--- config.mk ---
export PLATFORM = sky130hd
export DESIGN_NAME = dma_mem2io_ctrl
export DESIGN_NICKNAME = d
export VERILOG_FILES = /design/src/rtl/dma_m2io_pkg.sv /design/src/rtl/dma_rst_sync.sv /design/src/rtl/dma_seq_fsm.sv /design/src/rtl/dma_addr_ctr.sv /design/src/rtl/dma_phase_dec.sv /design/src/rtl/dma_mem2io_ctrl.sv
export SDC_FILE = /design/constraint.sdc
export NUM_CORES = 1
export LEC_CHECK = 0
export ABC_AREA = 1
export BUFFER_PORTS_ARGS = -buffer_cell sky130_fd_sc_hd__buf_2
export CAP_MARGIN = 0
export CORE_UTILIZATION = 40
export CTS_CLUSTER_SIZE = 40
export DETAILED_ROUTE_END_ITERATION = 6
export GPL_TIMING_DRIVEN = 0
export PLACE_DENSITY = 0.72
export SYNTH_ARGS = -nofsm -noshare
export SYNTH_HDL_FRONTEND = slang
export SYNTH_HIERARCHICAL = 1
export SYNTH_SLANG_ARGS = --single-unit
--- constraint.sdc ---
create_clock -name clk -period 1.07 [get_ports clk]
set_clock_uncertainty 0.1 [all_clocks]
set_input_delay 0.2675 -clock clk [delete_from_list [all_inputs] [get_ports clk]]
set_output_delay 0.2675 -clock clk [all_outputs]
set_load 0.02 [all_outputs]
--- src/rtl/dma_m2io_pkg.sv ---
package dma_m2io_pkg;

  typedef enum logic [2:0] {
    ST_IDLE = 3'd0,
    ST_HOLD = 3'd1,
    ST_ADDR = 3'd2,
    ST_DATA = 3'd3,
    ST_ACK  = 3'd4,
    ST_CHK  = 3'd5
  } dma_state_e;

endpackage

--- src/rtl/dma_rst_sync.sv ---
module dma_rst_sync #(
  parameter int STAGES = 2
) (
  input  logic clk,
  input  logic arst_n,
  output logic srst_n
);

  logic [STAGES-1:0] chain;

  genvar gi;
  generate
    for (gi = 0; gi < STAGES; gi++) begin : g_stage
      if (gi == 0) begin : g_first
        always_ff @(posedge clk or negedge arst_n) begin
          if (!arst_n) chain[gi] <= 1'b0;
          else         chain[gi] <= 1'b1;
        end
      end else begin : g_next
        always_ff @(posedge clk or negedge arst_n) begin
          if (!arst_n) chain[gi] <= 1'b0;
          else         chain[gi] <= chain[gi-1];
        end
      end
    end
  endgenerate

  assign srst_n = chain[STAGES-1];

endmodule

--- src/rtl/dma_seq_fsm.sv ---
module dma_seq_fsm
  import dma_m2io_pkg::*;
(
  input  logic       clk,
  input  logic       rst_n,
  input  logic       xfer_req,
  input  logic       bus_grant,
  input  logic       last_byte,
  output dma_state_e state,
  output logic       loop_back
);

  dma_state_e state_nxt;

  always_comb begin
    state_nxt = state;
    unique case (state)
      ST_IDLE: state_nxt = xfer_req  ? ST_HOLD : ST_IDLE;
      ST_HOLD: state_nxt = bus_grant ? ST_ADDR : ST_HOLD;
      ST_ADDR: state_nxt = ST_DATA;
      ST_DATA: state_nxt = ST_ACK;
      ST_ACK:  state_nxt = ST_CHK;
      ST_CHK:  state_nxt = last_byte ? ST_IDLE : ST_DATA;
      default: state_nxt = ST_IDLE;
    endcase
  end

  always_ff @(posedge clk or negedge rst_n) begin
    if (!rst_n) state <= ST_IDLE;
    else        state <= state_nxt;
  end

  assign loop_back = (state == ST_CHK) && !last_byte;

  AST_REQ_TO_HOLD: assert property (@(posedge clk) disable iff (!rst_n)
    (state == ST_IDLE && xfer_req) |=> (state == ST_HOLD));
  AST_WAIT_GRANT: assert property (@(posedge clk) disable iff (!rst_n)
    (state == ST_HOLD && !bus_grant) |=> (state == ST_HOLD));
  AST_ADDR_TO_DATA: assert property (@(posedge clk) disable iff (!rst_n)
    (state == ST_ADDR) |=> (state == ST_DATA));
  AST_END_TO_IDLE: assert property (@(posedge clk) disable iff (!rst_n)
    (state == ST_CHK && last_byte) |=> (state == ST_IDLE));

endmodule

--- src/rtl/dma_addr_ctr.sv ---
module dma_addr_ctr #(
  parameter int ADDR_W = 12
) (
  input  logic              clk,
  input  logic              rst_n,
  input  logic              load_en,
  input  logic              step_en,
  input  logic [ADDR_W-1:0] start_addr,
  output logic [ADDR_W-1:0] addr
);

  logic [ADDR_W-1:0] addr_nxt;
  logic              addr_ce;

  assign addr_ce = load_en || step_en;

  always_comb begin
    if (load_en) addr_nxt = start_addr;
    else         addr_nxt = addr + {{(ADDR_W-1){1'b0}}, 1'b1};
  end

  always_ff @(posedge clk or negedge rst_n) begin
    if (!rst_n)       addr <= '0;
    else if (addr_ce) addr <= addr_nxt;
  end

endmodule

--- src/rtl/dma_phase_dec.sv ---
module dma_phase_dec
  import dma_m2io_pkg::*;
#(
  parameter int DATA_W = 8
) (
  input  dma_state_e        state,
  input  logic [DATA_W-1:0] mem_rdata,
  output logic              hold_req,
  output logic              addr_en_n,
  output logic              addr_stb,
  output logic [DATA_W-1:0] dout,
  output logic              io_ack,
  output logic              io_strobe_n
);

  always_comb begin
    hold_req    = 1'b1;
    addr_en_n   = 1'b1;
    addr_stb    = 1'b0;
    dout        = '0;
    io_ack      = 1'b0;
    io_strobe_n = 1'b1;
    unique case (state)
      ST_IDLE: hold_req = 1'b0;
      ST_ADDR: begin
        addr_en_n = 1'b0;
        addr_stb  = 1'b1;
      end
      ST_DATA: dout = mem_rdata;
      ST_ACK: begin
        io_ack      = 1'b1;
        io_strobe_n = 1'b0;
      end
      ST_HOLD, ST_CHK: ;
      default: hold_req = 1'b0;
    endcase
  end

endmodule

--- src/rtl/dma_mem2io_ctrl.sv ---
module dma_mem2io_ctrl
  import dma_m2io_pkg::*;
#(
  parameter int ADDR_W     = 12,
  parameter int DATA_W     = 8,
  parameter int RST_STAGES = 2
) (
  input  logic              clk,
  input  logic              rst_n,
  input  logic              xfer_req,
  input  logic              bus_grant,
  input  logic              last_byte,
  input  logic [ADDR_W-1:0] start_addr,
  input  logic [DATA_W-1:0] mem_rdata,
  output logic              hold_req,
  output logic              addr_en_n,
  output logic              addr_stb,
  output logic [DATA_W-1:0] dout,
  output logic              io_ack,
  output logic              io_strobe_n,
  output logic [ADDR_W-1:0] addr
);

  logic       rst_sync_n;
  dma_state_e state;
  logic       loop_back;
  logic       load_en;

  dma_rst_sync #(.STAGES(RST_STAGES)) u_rst (
    .clk    (clk),
    .arst_n (rst_n),
    .srst_n (rst_sync_n)
  );

  dma_seq_fsm u_fsm (
    .clk       (clk),
    .rst_n     (rst_sync_n),
    .xfer_req  (xfer_req),
    .bus_grant (bus_grant),
    .last_byte (last_byte),
    .state     (state),
    .loop_back (loop_back)
  );

  assign load_en = (state == ST_IDLE);

  dma_addr_ctr #(.ADDR_W(ADDR_W)) u_addr (
    .clk        (clk),
    .rst_n      (rst_sync_n),
    .load_en    (load_en),
    .step_en    (loop_back),
    .start_addr (start_addr),
    .addr       (addr)
  );

  AST_ADDR_STEP: assert property (@(posedge clk) disable iff (!rst_sync_n)
    (state == ST_CHK && !last_byte) |=> (addr == $past(addr) + 1'b1));
  AST_ADDR_KEEP: assert property (@(posedge clk) disable iff (!rst_sync_n)
    (state == ST_HOLD || state == ST_DATA || state == ST_ACK) |=> $stable(addr));

  dma_phase_dec #(.DATA_W(DATA_W)) u_dec (
    .state       (state),
    .mem_rdata   (mem_rdata),
    .hold_req    (hold_req),
    .addr_en_n   (addr_en_n),
    .addr_stb    (addr_stb),
    .dout        (dout),
    .io_ack      (io_ack),
    .io_strobe_n (io_strobe_n)
  );

  AST_HOLD_DROP: assert property (@(posedge clk) disable iff (!rst_sync_n)
    (state == ST_CHK && last_byte) |=> !hold_req);
  AST_ACK_AFTER_DATA: assert property (@(posedge clk) disable iff (!rst_sync_n)
    io_ack |-> ($past(state) == ST_DATA));

endmodule

==> impl_metrics.csv <==
group,metric,value,unit
global_route,grt_pass1_vias,1271,
worst_setup_path,critPathLaunch,"u_fsm/state[2]",
yosys,synth_ff_type,"dfrtp_1",
final_layout,drive_gt1_share,56.4,%
final_layout,final-seq-area,434,sq um
clock_network,htreeDepth,1,
yosys,synth_area_leaders,"dfrtp_1 (38%), nand2_1 (13%), inv_1 (9.1%), nand3_1 (8.1%), a22oi_1 (6.1%)",
clock_network,clock_sinks,17,
worst_setup_path,worstSetupPathType,"flop to output pin",
route,drt-initial-drc-count,33,
floorplan,std_cell_rows,18,
yosys,synth_compound_area_share,10.7,%
sta,fmax,614,MHz
sta,fin_crit,1.63,ns
sta,fin_ws,-0.558,ns
floorplan,start_util,43.6,%
floorplan,fp.dieH,54.6,um
final_layout,syn2layout_area_growth,77.9,%
clock_network,numCtsBuffers,3,
yosys,synthArstFlopShare,100,%
final_layout,multi_input_area,704,sq um
global_route,grt_util_all_layers,25.2,%
yosys,synth_edf_count,0,
place,dp_hpwl,2050,um
yosys,seq_area_frac_synth,38.4,%
power,ir_worst_vdd,1830,uV
yosys,ys_ff_latch,17,
run_status,status,"finished with violations",
yosys,synth_xor_area_share,1.58,%
sta,rsz0062_at_grt,"true",
yosys,synth_fa_ha_area_share,1.13,%
run_status,violations,"negative setup slack",
route,drc_errors,0,
yosys,ys_types,23,
worst_setup_path,endpoint_kind,"output pin",
place,dp_cells,238,
route,wirelength,3630,um
yosys,synth_warnings,6,
final_layout,antenna_cells,0,
sta,hold_viol_final,0,
global_route,grt_pass1_wl,5330,um
floorplan,dieArea,2990,sq um
sta,finalSetupViolations,39,
worst_setup_path,start_kind,"flop",
run,cap_violations,0,
route,vias,1393,
worst_setup_path,r2r_start,"u_fsm/state[0]",
floorplan,die_x,54.6,um
route,ant_nets,0,
route,dr.pass1.iters,4,
yosys,netlist_instances,159,
sta,timing.final.crit_share,152,%
final_layout,fillers,175,
yosys,synth_top_area_share,38.4,%
power,leakagePower,1.00,nW
worst_setup_path,worst_ep_required_time,0.70,ns
yosys,syn_avg_cell_area,6.97,sq um
sta,worstMarginPinSlew,0.645,ns
worst_hold_path,hold_class,"input pin to flop",
sta,slew_headroom,57.0,%
clock_network,cts_tree,"done",
sta,drv_slew,0,
worst_setup_path,worstPathArrival,1.26,ns
yosys,synth-simple-area-share,36.5,%
clock_network,clk_latency,0.29,ns
final_layout,final_cells,273,
floorplan,core_region_area,2540,sq um
final_layout,final_cell_mix,"nand2_1 (35), buf_4 (31), buf_2 (26)",
yosys,syn_nets,185,
place,place_ws,-0.439,ns
yosys,muxShareOfSynthArea,0,%
final_layout,final_common_cell,"nand2_1",
yosys,synth_area,1110,sq um
final_layout,nNetsFinal,270,
global_route,grt_max_degree,16,
power,power_density,2860,nW/um^2
sta,holdWs,0.103,ns
sta,final.setup.tns,-14.54,ns
route,wl_per_cell,13.3,um
worst_hold_path,hp-start,"start_addr[1]",
place,portBuffers,49,
global_route,antenna_found_initial,0,
final_layout,final_area,1970,sq um
place,globalplace.congestion,0.776,
clock_network,cts_root_buf,"clkbuf_4",
worst_setup_path,path_max_fanout,8,
yosys,synth_top_area_cell,"dfrtp_1",
route,routed_via_density,5.10,
global_route,gr-total-overflow,0,
place,place_area,1450,sq um
yosys,synth_top_family_by_area,"simple AND/OR/NAND/NOR gates",
clock_network,cts_max_path_buffers,2,
worst_setup_path,r2r_slack,-0.49,ns
floorplan,boundaryPins,50,
clock_network,clkTransAtPathRegs,0.09,ns
[layer usage]
metal,part of all wire [%],wire (um),vias to the layer above,global-route usage (%)
met1,38,1390,652,27.1
met2,54,1950,62,47.6
met3,5.8,211,8,5.83
li1,-,-,671,-
met4,2.3,85,0,8.12
met5,0,0,-,0
[flip-flops by register name (all words and copies together), names as in the netlist]
signal	count
u_addr/addr	12
u_fsm/state	3
u_rst/srst_n	1
u_rst/chain	1
[kinds of logic (layout without fill, tap and decap cells)]
kind of cell,after synthesis,count (layout)
compound gates,18,18
xor+xnor,2,2
fa+ha+maj,1,1
buf+inv,33,117
flops,17,17
other cells,1,1
simple gates,87,87
[area by class of cell]
class	instances	share of cell area, %
timing repair buffer	79	31.1
buffer	2	0.952
tap	30	1.90
sequential	17	22.0
timing repair inverter	1	0.444
clock buffer	4	1.33
multi-input combinational	109	35.7
inverter	31	6.54
[report_power, final]
| part | internal, mW | leakage (nW) | total (mW) | switching (mW) |
|---|---|---|---|---|
| logic | 1.90 | 0.789 | 4.00 | 2.09 |
| clock network | 0.145 | 0.0150 | 0.348 | 0.203 |
| registers | 0.946 | 0.200 | 1.29 | 0.347 |
| total | 2.99 | 1.00 | 5.64 | 2.64 |
[path summary, 6_finish.rpt]
kind / endpoint / cells past startpoint
setup reg to reg: u_addr/addr[0] / 8
min in group asynchronous: u_addr/addr[3] / 0
hold reg to reg: u_addr/addr[3] / 0
hold / removal: u_addr/addr[1] / 3
max in group asynchronous: u_addr/addr[1] / 0
setup / recovery: dout[5] / 4
[synthesized netlist by cell type (2+ instances only)]
library cell  number
a21oi_1            2
clkinv_1           2
a22oi_1            9
nand2_2            2
nor2_2             5
inv_1             27
dfrtp_1           17
o21ai_0            3
nand4_1            2
o21ai_1            2
nand3_1           18
inv_2              2
buf_2              2
nor2_1            17
xor2_1             2
nor2_4             2
nand2_1           39
[repair_timing]
action / in CTS / in global routing
hold buffers: 1 / 0
pin swaps: 0 / 8
buffers inserted: 25 / 3
gates resized for setup: 54 / 26
endpoints found under the setup margin: 39 / 40
endpoints found under the hold margin: 2 / 0
cloned: 2 / 0
[stage by stage]
stage | total power [mW] | utilization, %
floorplan | 3.03 | -
global placement | 3.64 | 57.1
detailed placement | 3.71 | 57.1
CTS | 5.23 | 73.1
global route | 6.03 | 77.5
finish | 5.64 | 77.5
[worst max-delay path, cell delays in order, from the launching register on]
cell,delay (ns)
dfrtp_2,0.42
inv_2,0.08
nand3_4,0.17
nor2_2,0.15
buf_4,0.15
(Power assumes the default switching activity.)
